**config.mk**
```make
export PLATFORM = sky130hd
export DESIGN_NAME = seg_line_loader
export DESIGN_NICKNAME = d
export VERILOG_FILES = /design/src/rtl/seg_loader_pkg.sv /design/src/rtl/seg_edge_det.sv /design/src/rtl/seg_word_pack.sv /design/src/rtl/seg_load_ctrl.sv /design/src/rtl/seg_latch_bank.sv /design/src/rtl/seg_line_loader.sv
export SDC_FILE = /design/constraint.sdc
export NUM_CORES = 1
export LEC_CHECK = 0
export ABC_AREA = 1
export BUFFER_PORTS_ARGS = -buffer_cell sky130_fd_sc_hd__buf_2
export CORE_UTILIZATION = 55
export DETAILED_ROUTE_END_ITERATION = 10
export HOLD_SLACK_MARGIN = 0.05
export PLACE_DENSITY_LB_ADDON = 0.05
export SLEW_MARGIN = 20
export SYNTH_ARGS = -nofsm -noshare
export SYNTH_HDL_FRONTEND = slang
export SYNTH_SLANG_ARGS = --single-unit
```
**constraint.sdc**
```tcl
create_clock -name clk_i -period 2.19 [get_ports clk_i]
set_clock_uncertainty 0.1 [all_clocks]
set_input_delay 0.438 -clock clk_i [delete_from_list [all_inputs] [get_ports clk_i]]
set_output_delay 0.438 -clock clk_i [all_outputs]
set_load 0.01 [all_outputs]
```
**src/rtl/seg_loader_pkg.sv**
```systemverilog
package seg_loader_pkg;
  typedef enum logic [1:0] {
    ST_IDLE = 2'd0,
    ST_LOAD = 2'd1,
    ST_DONE = 2'd2
  } ld_state_t;
endpackage

```
**src/rtl/seg_edge_det.sv**
```systemverilog
module seg_edge_det (
  input  logic clk_i,
  input  logic rst_ni,
  input  logic sig_i,
  output logic fall_o
);
  logic sig_q;

  always_ff @(posedge clk_i or negedge rst_ni) begin
    if (!rst_ni) sig_q <= 1'b0;
    else         sig_q <= sig_i;
  end

  assign fall_o = sig_q & ~sig_i;
endmodule

```
**src/rtl/seg_word_pack.sv**
```systemverilog
module seg_word_pack #(
  parameter int BUS_W = 8
) (
  input  logic             clk_i,
  input  logic             rst_ni,
  input  logic             clr_i,
  input  logic             take_i,
  input  logic             mode8_i,
  input  logic [BUS_W-1:0] din_i,
  output logic [BUS_W-1:0] word_o,
  output logic             vld_o
);
  localparam int NIB = BUS_W / 2;

  logic           phase_q;
  logic [NIB-1:0] hi_q;

  always_ff @(posedge clk_i or negedge rst_ni) begin
    if (!rst_ni) begin
      phase_q <= 1'b0;
      hi_q    <= '0;
      word_o  <= '0;
      vld_o   <= 1'b0;
    end else if (clr_i) begin
      phase_q <= 1'b0;
      vld_o   <= 1'b0;
    end else begin
      vld_o <= 1'b0;
      if (take_i) begin
        if (mode8_i) begin
          word_o <= din_i;
          vld_o  <= 1'b1;
        end else if (!phase_q) begin
          hi_q    <= din_i[NIB-1:0];   // first nibble -> upper half
          phase_q <= 1'b1;
        end else begin
          word_o  <= {hi_q, din_i[NIB-1:0]};
          vld_o   <= 1'b1;
          phase_q <= 1'b0;
        end
      end
    end
  end
endmodule

```
**src/rtl/seg_load_ctrl.sv**
```systemverilog
module seg_load_ctrl
  import seg_loader_pkg::*;
#(
  parameter int GROUPS = 15,
  parameter int WPG    = 2,
  parameter int WORDS  = 30,
  localparam int SUB_W = (WPG > 1) ? $clog2(WPG) : 1,
  localparam int CNT_W = $clog2(WORDS + 1)
) (
  input  logic              clk_i,
  input  logic              rst_ni,
  input  logic              lp_i,
  input  logic              en_ni,
  input  logic              dir_i,
  input  logic              wr_i,
  output ld_state_t         state_o,
  output logic [GROUPS-1:0] ptr_o,
  output logic [SUB_W-1:0]  sub_o,
  output logic              dir_o,
  output logic              en_no
);
  logic [CNT_W-1:0] cnt_q;

  always_ff @(posedge clk_i or negedge rst_ni) begin
    if (!rst_ni) begin
      state_o <= ST_IDLE;
      ptr_o   <= '0;
      sub_o   <= '0;
      cnt_q   <= '0;
      dir_o   <= 1'b0;
      en_no   <= 1'b1;
    end else if (lp_i) begin
      state_o <= ST_IDLE;
      ptr_o   <= '0;
      sub_o   <= '0;
      cnt_q   <= '0;
      en_no   <= 1'b1;
    end else begin
      unique case (state_o)
        ST_IDLE: begin
          if (!en_ni) begin
            state_o <= ST_LOAD;
            dir_o   <= dir_i;
            ptr_o   <= dir_i ? {1'b1, {(GROUPS-1){1'b0}}} : GROUPS'(1);
            sub_o   <= '0;
            cnt_q   <= '0;
          end
        end
        ST_LOAD: begin
          if (wr_i) begin
            cnt_q <= cnt_q + 1'b1;
            if (sub_o == SUB_W'(WPG - 1)) begin
              sub_o <= '0;
              ptr_o <= dir_o ? (ptr_o >> 1) : (ptr_o << 1);
            end else begin
              sub_o <= sub_o + 1'b1;
            end
            if (cnt_q == CNT_W'(WORDS - 1)) begin
              state_o <= ST_DONE;
              ptr_o   <= '0;
              en_no   <= 1'b0;
            end
          end
        end
        ST_DONE: ;
        default: state_o <= ST_IDLE;
      endcase
    end
  end
endmodule

```
**src/rtl/seg_latch_bank.sv**
```systemverilog
module seg_latch_bank #(
  parameter int BUS_W  = 8,
  parameter int GROUPS = 15,
  parameter int WPG    = 2,
  localparam int SUB_W = (WPG > 1) ? $clog2(WPG) : 1,
  localparam int CELLS = GROUPS * WPG,
  localparam int LINE  = CELLS * BUS_W
) (
  input  logic              clk_i,
  input  logic              rst_ni,
  input  logic              wr_i,
  input  logic [BUS_W-1:0]  word_i,
  input  logic [GROUPS-1:0] ptr_i,
  input  logic [SUB_W-1:0]  sub_i,
  input  logic              dir_i,
  input  logic              lp_fall_i,
  output logic [LINE-1:0]   line_o
);
  logic [LINE-1:0]  latch_q;
  logic [CELLS-1:0] we;
  logic [SUB_W-1:0] slot;

  // descending fill takes the upper byte of a group first
  assign slot = dir_i ? (SUB_W'(WPG - 1) - sub_i) : sub_i;

  for (genvar g = 0; g < GROUPS; g++) begin : g_grp
    for (genvar b = 0; b < WPG; b++) begin : g_cell
      assign we[g*WPG + b] = wr_i & ptr_i[g] & (slot == SUB_W'(b));
    end
  end

  always_ff @(posedge clk_i or negedge rst_ni) begin
    if (!rst_ni) begin
      latch_q <= '0;
    end else begin
      for (int i = 0; i < CELLS; i++) begin
        if (we[i]) latch_q[i*BUS_W +: BUS_W] <= word_i;
      end
    end
  end

  always_ff @(posedge clk_i or negedge rst_ni) begin
    if (!rst_ni)        line_o <= '0;
    else if (lp_fall_i) line_o <= latch_q;
  end
endmodule

```
**src/rtl/seg_line_loader.sv**
```systemverilog
module seg_line_loader
  import seg_loader_pkg::*;
#(
  parameter int LINE_BITS  = 240,
  parameter int BUS_W      = 8,
  parameter int GROUP_BITS = 16
) (
  input  logic                 clk_i,
  input  logic                 rst_ni,
  input  logic                 lp_i,
  input  logic                 xck_i,
  input  logic                 en_ni,
  input  logic                 dir_i,
  input  logic                 mode8_i,
  input  logic [BUS_W-1:0]     din_i,
  output logic                 en_no,
  output logic [LINE_BITS-1:0] line_o
);
  localparam int GROUPS = LINE_BITS / GROUP_BITS;
  localparam int WPG    = GROUP_BITS / BUS_W;
  localparam int WORDS  = LINE_BITS / BUS_W;
  localparam int SUB_W  = (WPG > 1) ? $clog2(WPG) : 1;

  logic              xck_fall;
  logic              lp_fall;
  logic [BUS_W-1:0]  word;
  logic              word_vld;
  ld_state_t         state_q;
  logic [GROUPS-1:0] grp_ptr;
  logic [SUB_W-1:0]  sub_idx;
  logic              dir_q;

  seg_edge_det u_xck_edge (
    .clk_i (clk_i),
    .rst_ni(rst_ni),
    .sig_i (xck_i),
    .fall_o(xck_fall)
  );

  seg_edge_det u_lp_edge (
    .clk_i (clk_i),
    .rst_ni(rst_ni),
    .sig_i (lp_i),
    .fall_o(lp_fall)
  );

  seg_word_pack #(.BUS_W(BUS_W)) u_pack (
    .clk_i  (clk_i),
    .rst_ni (rst_ni),
    .clr_i  (lp_i),
    .take_i (xck_fall && (state_q == ST_LOAD)),
    .mode8_i(mode8_i),
    .din_i  (din_i),
    .word_o (word),
    .vld_o  (word_vld)
  );

  seg_load_ctrl #(.GROUPS(GROUPS), .WPG(WPG), .WORDS(WORDS)) u_ctrl (
    .clk_i  (clk_i),
    .rst_ni (rst_ni),
    .lp_i   (lp_i),
    .en_ni  (en_ni),
    .dir_i  (dir_i),
    .wr_i   (word_vld),
    .state_o(state_q),
    .ptr_o  (grp_ptr),
    .sub_o  (sub_idx),
    .dir_o  (dir_q),
    .en_no  (en_no)
  );

  seg_latch_bank #(.BUS_W(BUS_W), .GROUPS(GROUPS), .WPG(WPG)) u_bank (
    .clk_i    (clk_i),
    .rst_ni   (rst_ni),
    .wr_i     (word_vld),
    .word_i   (word),
    .ptr_i    (grp_ptr),
    .sub_i    (sub_idx),
    .dir_i    (dir_q),
    .lp_fall_i(lp_fall),
    .line_o   (line_o)
  );
endmodule

```
==> metrics, run 1 <==
GR Overflow Total=0; asr flop ratio synth=1.00; final wirelength=44600 um; fillers=between 2k and 3k; first-pass GRT wire length=around 70000 um; Final nets=approximately 1.9k; Crit-path slowest cell=dlygate4sd3_1; Buf+Inv Stages, Crit Path=5; number of synthesized register bits=about 520; Cell Area, Synth=approximately 20000 sq um; TNS Setup=0 ns; Layout Area Growth over Synthesis=19.2%; wire length on met1=between 20000 and 25000 um; Via Count=12.7k; critical path's top delay family=buffers and inverters; total CTS buffers=53; syn_nets=1644; largest net degree at the start of global routing=slightly below 80; EDFF count, synth=0; Synth cell types=28; Synth Area in Simple Gates=0.0922; metal2 WL=just over 20000 um; Required @ worst endpoint=2.61 ns; compound-cell area share of the yosys netlist=0.0759; post-synthesis sequential area ratio=0.655; Worst Tran Pin Value=0.668 ns; cts hold-fix bufs=9; area occupied by multi-input gates=just over 6000 sq um; Site Rows=between 60 and 70; Slew headroom=0.552; Wirelength per Cell=between 15 and 20 um; main combinational cell family by area after synthesis=multiplexers; xor-xnor portion of the synthesized cell area=0; CP Class=primary input to flip-flop; PostCTS Resize Cnt=0; critical path arrival=roughly 2.5 ns; mux contribution to synthesized area=0.136; later-pin clock latency in the skew report=a little under 0.6 ns; Setup crit end kind=flip-flop; Final Max Tran Viols=0; Max Fanout on Critical Path=14; Residual DRC=0; fin crit share=0.928; count of warnings emitted by yosys=0; FF+latch area=around 13000 sq um; HP Class=primary input to flip-flop; DP HPWL=between 20000 and 30000 um; CTS sink cnt=between 500 and 600; Synth Instances=about 1.6k; final RePlAce weighted congestion=0.881; DR pass1 iterations=5; post-CTS setup buffers=0; Starting Density=0.560; Root Buffer=clkbuf_16; outcome=finished, final reports clean; I/O Pins=256; Synth Area in Adders=0.00126; max_cap viols=0; Peak VDD IR=730 uV; metal3 WL=around 2200 um; max layer used=met4; IO Port Bufs=255; total global-route track usage=0.248; DRT iter0 DRCs=~670; Mean Syn Cell Area=between 10 and 15 sq um; Worst setup SP type=primary input; Max stage delay on crit path=0.56 ns; Clk pin slew, worst setup/hold paths=approximately 0.060 ns; number of antenna violations at the first check in global routing=2; Fmax=a little under 500 MHz; Post-synth top flop=dfrtp_1; CP dominant cell by count=nand2_1; Setup violations, final=0; vias in the first global route=between 10k and 15k; H-tree depth=2; Setup WS pre-CTS=roughly 0.22 ns; Die X=192 um; Via density=5.26; core area=roughly 36000 sq um; die area=around 37000 sq um; PwrDens=~1000 nW/um^2; layout cells sized above 1=0.355; Final Hold Vio Count=0; Leak=about 13 nW; unrepaired setup endpoints after global routing=no; Final ANT Viol Nets=0; die outline height=slightly below 200 um; Tmin final=slightly above 2 ns; clock tree from TritonCTS=done; fin util=0.667; clk buf depth=3; Setup WS post-layout=approximately 0.16 ns; crit path cell chain=dlygate4sd3_1 -> buf_2 -> inv_1 -> buf_4 -> nand3_1 -> inv_1 -> nand2_1 -> a21oi_1 -> nand2_1 -> nand2_1
==> state kept, by name (all words and copies together), names as in the netlist <==
name	cells
u_ctrl.state_o	2
u_ctrl.sub_o	1
u_pack.word_o	8
u_bank.latch_q	240
u_ctrl.cnt_q	5
u_pack.vld_o	1
u_lp_edge.sig_q	1
u_ctrl.dir_o	1
u_pack.phase_q	1
u_ctrl.ptr_o	15
u_ctrl.en_no	1
u_pack.hi_q	4
u_xck_edge.sig_q	1
u_bank.line_o	240
==> power by group <==
group	leakage (nW)	switching, mW	internal [mW]
logic	4.61	2.98	1.50
clock network	0.878	3.71	5.44
registers	7.23	0.625	10.6
total	12.7	7.31	17.6
==> metal layers <==
| metal | track usage | up-vias |
|---|---|---|
| met3 | 0.0455 | 65 |
| met4 | 0.0790 | 0 |
| met5 | 0 | - |
| met1 | 0.356 | 6338 |
| li1 | - | 5966 |
| met2 | 0.385 | 299 |
==> cell usage in the layout (no fill, tap or decap), types with 2 or more instances in the layout <==
cell type / count
a21oi_1: 6
buf_12: 23
buf_2: 254
buf_4: 26
bufinv_16: 4
clkbuf_1: 12
clkbuf_16: 55
clkbuf_8: 11
clkinv_1: 3
clkinv_2: 10
clkinvlp_4: 3
dfrtp_1: 520
diode_2: 2
dlygate4sd3_1: 9
ha_1: 2
inv_1: 45
inv_2: 6
mux2_2: 240
nand2_1: 363
nand2_2: 2
nand2_4: 21
nand3_1: 13
nand4_1: 3
nor2_1: 33
o21ai_0: 184
o21ai_1: 54
o21ai_2: 28
o31ai_1: 4
==> metrics by stage <==
step                      std cells  instance area (sq um)  hold WS (ns)  power [mW]
after floorplan                1627                  19900        0.0424        13.7
after global placement         2299                  21800         0.254        15.8
after detailed placement       2299                  21800         0.252        15.9
after CTS                      2405                  23700        0.0535        25.1
after global routing           2405                  23700        0.0834        26.0
final                          2407                  23700        0.0775        24.9
==> cells by family (layout without fill, tap and decap cells) <==
kind of cell | after synthesis | after routing
DFF | 521 | 521
and+or+nand+nor | 438 | 438
adders and majority gates | 2 | 2
AOI/OAI and AO/OA | 278 | 278
buffers and inverters | 148 | 465
muxes | 240 | 240
other | 0 | 2
==> worst paths after layout <==
| kind | to | cells after the start | slack, ns | start |
|---|---|---|---|---|
| max reg2reg | u_bank.latch_q[232] | 7 | 0.40 | u_ctrl.sub_o |
| min | u_pack.hi_q[0] | 3 | 0.08 | din_i[0] |
| min reg2reg | u_bank.latch_q[137] | 2 | 0.38 | u_bank.latch_q[137] |
| max | u_ctrl.ptr_o[1] | 10 | 0.16 | lp_i |
| max in group asynchronous | u_bank.line_o[140] | 4 | 0.96 | rst_ni |
| min in group asynchronous | u_bank.latch_q[18] | 2 | 0.25 | rst_ni |
==> cell usage after synthesis, types with 3 or more instances <==
master	count	area (sq um)
nand2_1	364	1370
nor2_1	33	124
o21ai_0	184	921
nand4_1	3	18.8
clkbuf_1	28	105
nand3_1	13	65.1
dfrtp_1	520	13000
o31ai_1	4	30.0
o21ai_2	28	245
inv_1	53	199
a21oi_1	6	30.0
buf_2	30	150
buf_4	22	165
nand2_4	20	225
o21ai_1	54	270
buf_6	11	124
mux2_2	240	2700
==> final cells by class <==
type | instances | share of cell area
Timing Repair Buffer | 313 | 0.0856
Sequential cell | 521 | 0.550
Antenna cell | 2 | 0.000211
Inverter | 55 | 0.00881
Tap cell | 461 | 0.0243
Clock inverter | 19 | 0.00896
Clock buffer | 78 | 0.0663
Multi-Input combinational cell | 958 | 0.256
==> worst register-to-register path, cell delays in order (launching register included) <==
cell and delay, ns:
dfrtp_1 0.38, inv_1 0.07, nand2_2 0.08, nand2_4 0.06, inv_4 0.24, nand2_1 0.42, nand2_1 0.19, o21ai_0 0.11
Power figures use the tool's default switching activity.
==> run 2: changes to the inputs <==
- BUFFER_PORTS_ARGS: -buffer_cell sky130_fd_sc_hd__buf_2 -> unset
- DONT_BUFFER_PORTS: unset -> 1
==> metrics, run 2 (synthesis results as in run 1) <==
Crit-path slowest cell=dfrtp_1; biggest registers after layout=u_bank.latch_q: 240 flops, u_bank.line_o: 240 flops, u_ctrl.ptr_o: 15 flops; Final ANT Viol Nets=0; clk buf depth=3; Setup crit end kind=flip-flop; Slew headroom=-0.0349; Final Max Tran Viols=69; CP Class=flip-flop to flip-flop; critical path arrival=about 2.2 ns; Max stage delay on crit path=around 0.46 ns; post-CTS setup buffers=0; Seq pwr share=0.481; Via density=approximately 5.4; sw power=6.91 mW; Via Count=between 10k and 15k; Worst setup SP type=flip-flop; DP HPWL=25600 um; CTS sink cnt=~520; unrepaired setup endpoints after global routing=no; PwrDens=around 1100 nW/um^2; switch share=0.289; Buf+Inv Stages, Crit Path=1; clock tree from TritonCTS=done; Wirelength per Cell=20.0 um; Peak VDD IR=just under 900 uV; Layout Area Growth over Synthesis=10.8%; Max Fanout on Critical Path=16; later-pin clock latency in the skew report=around 0.59 ns; Placed Instance Area=between 20000 and 25000 sq um; outcome=finished with violations; Required @ worst endpoint=2.53 ns; H-tree depth=2; Setup violations, final=0; Final Hold Vio Count=520; Final nets=around 1.6k; most frequent cells in the layout=dfrtp_1, nand2_1, mux2_2, o21ai_0; Hold WS=-0.558 ns; Fmax=532 MHz; Starting Density=0.560; final wirelength=about 42000 um; CP dominant cell by count=nand2_1; DRT iter0 DRCs=748; first-pass GRT wire length=between 60000 and 70000 um; TNS Setup=0 ns; PostCTS Resize Cnt=0; vias in the first global route=between 10k and 15k; Residual DRC=0; failing checks=negative hold slack, max-slew violations; Tmin final=approximately 1.9 ns; Power Internal=around 17 mW; Leak=~11 nW; Root Buffer=clkbuf_16; Combinational Power Share=0.153; die outline height=slightly below 200 um; critical path's top delay family=simple AND/OR/NAND/NOR gates; total global-route track usage=0.233; max_cap viols=0; layout cells sized above 1=0.244; Clk pin slew, worst setup/hold paths=0.06 ns; core area=around 36000 sq um; clock network fraction of total power=0.366; I/O Pins=256; HP Class=primary input to asynchronous set/reset pin; die area=~37000 sq um; Worst Tran Pin Value=1.55 ns; total CTS buffers=52; largest net degree at the start of global routing=522; most common cell after layout, fill and taps aside=dfrtp_1; cts hold-fix bufs=13; number of antenna violations at the first check in global routing=3; Site Rows=69; DR pass1 iterations=4; final RePlAce weighted congestion=between 0.8 and 0.9; fillers=2879; Final Cell Area=22100 sq um; GR Overflow Total=0; crit path cell chain=nand2_1 -> nand2_4 -> inv_4 -> nand2_1 -> nand2_1 -> o21ai_0; Die X=slightly below 200 um; IO Port Bufs=0; fin crit share=0.858
==> run 2: power by group through the flow <==
stage                     clock network (mW)  logic (mW)  registers [mW]
final                                   8.73        3.65            11.5
after floorplan                            0        2.35            11.4
after detailed placement                   0        3.68            11.7
after global placement                     0        3.61            11.6
after CTS                               8.96        3.71            11.5
after global routing                    9.32        4.02            11.6
==> run 2: cell type report <==
class,count,area (sq um),area share
multi-input cells,958,6080,0.276
repair buffers,37,435,0.0197
inverters,55,209,0.00948
clock buffers,79,1610,0.0728
clock inverters,12,100,0.00454
diodes,3,7.51,0.000340
flip-flops and latches,521,13000,0.591
well taps,461,577,0.0262
==> run 2: worst register-to-register path: cells and delay by family, from the launching register on <==
| kind | cells | cell delay (ns) |
|---|---|---|
| compound gates | 1 | 0.10 |
| flops | 1 | 0.46 |
| buf+inv | 1 | 0.28 |
| simple gates | 4 | 0.79 |
==> run 2: worst paths after layout <==
kind,start,to,slack [ns],depth (start not counted)
max,u_ctrl.dir_o,u_bank.latch_q[190],0.31,6
min,rst_ni,u_bank.line_o[17],-0.56,0
min in group clk_i,xck_i,u_pack.phase_q,0.13,6
max in group asynchronous,rst_ni,u_bank.line_o[114],1.28,0
min reg2reg,u_bank.latch_q[72],u_bank.latch_q[72],0.38,2
max reg2reg,u_ctrl.dir_o,u_bank.latch_q[190],0.31,6
==> run 2: routing by layer <==
| layer | share of wire | global-route usage | vias up | routed length [um] |
|---|---|---|---|---|
| met5 | 0 | 0 | - | 0 |
| met4 | 0.013 | 0.0560 | 0 | 547 |
| met3 | 0.072 | 0.0689 | 37 | 3070 |
| met2 | 0.46 | 0.355 | 276 | 19400 |
| met1 | 0.46 | 0.330 | 5789 | 19400 |
| li1 | - | - | 5406 | - |
==> run 2: stage by stage <==
step | worst slack [ns] | util | power [mW] | hold slack [ns] | std cells
finish | 0.311 | 0.620 | 23.9 | -0.558 | 2126
global route | 0.0934 | 0.620 | 24.9 | -0.593 | 2124
CTS | 0.294 | 0.620 | 24.2 | -0.586 | 2123
detailed placement | 0.260 | 0.568 | 15.3 | 0.0534 | 2019
global placement | 0.269 | 0.568 | 15.2 | 0.0527 | 2019
floorplan | 0.696 | - | 13.7 | 0.0424 | 1627
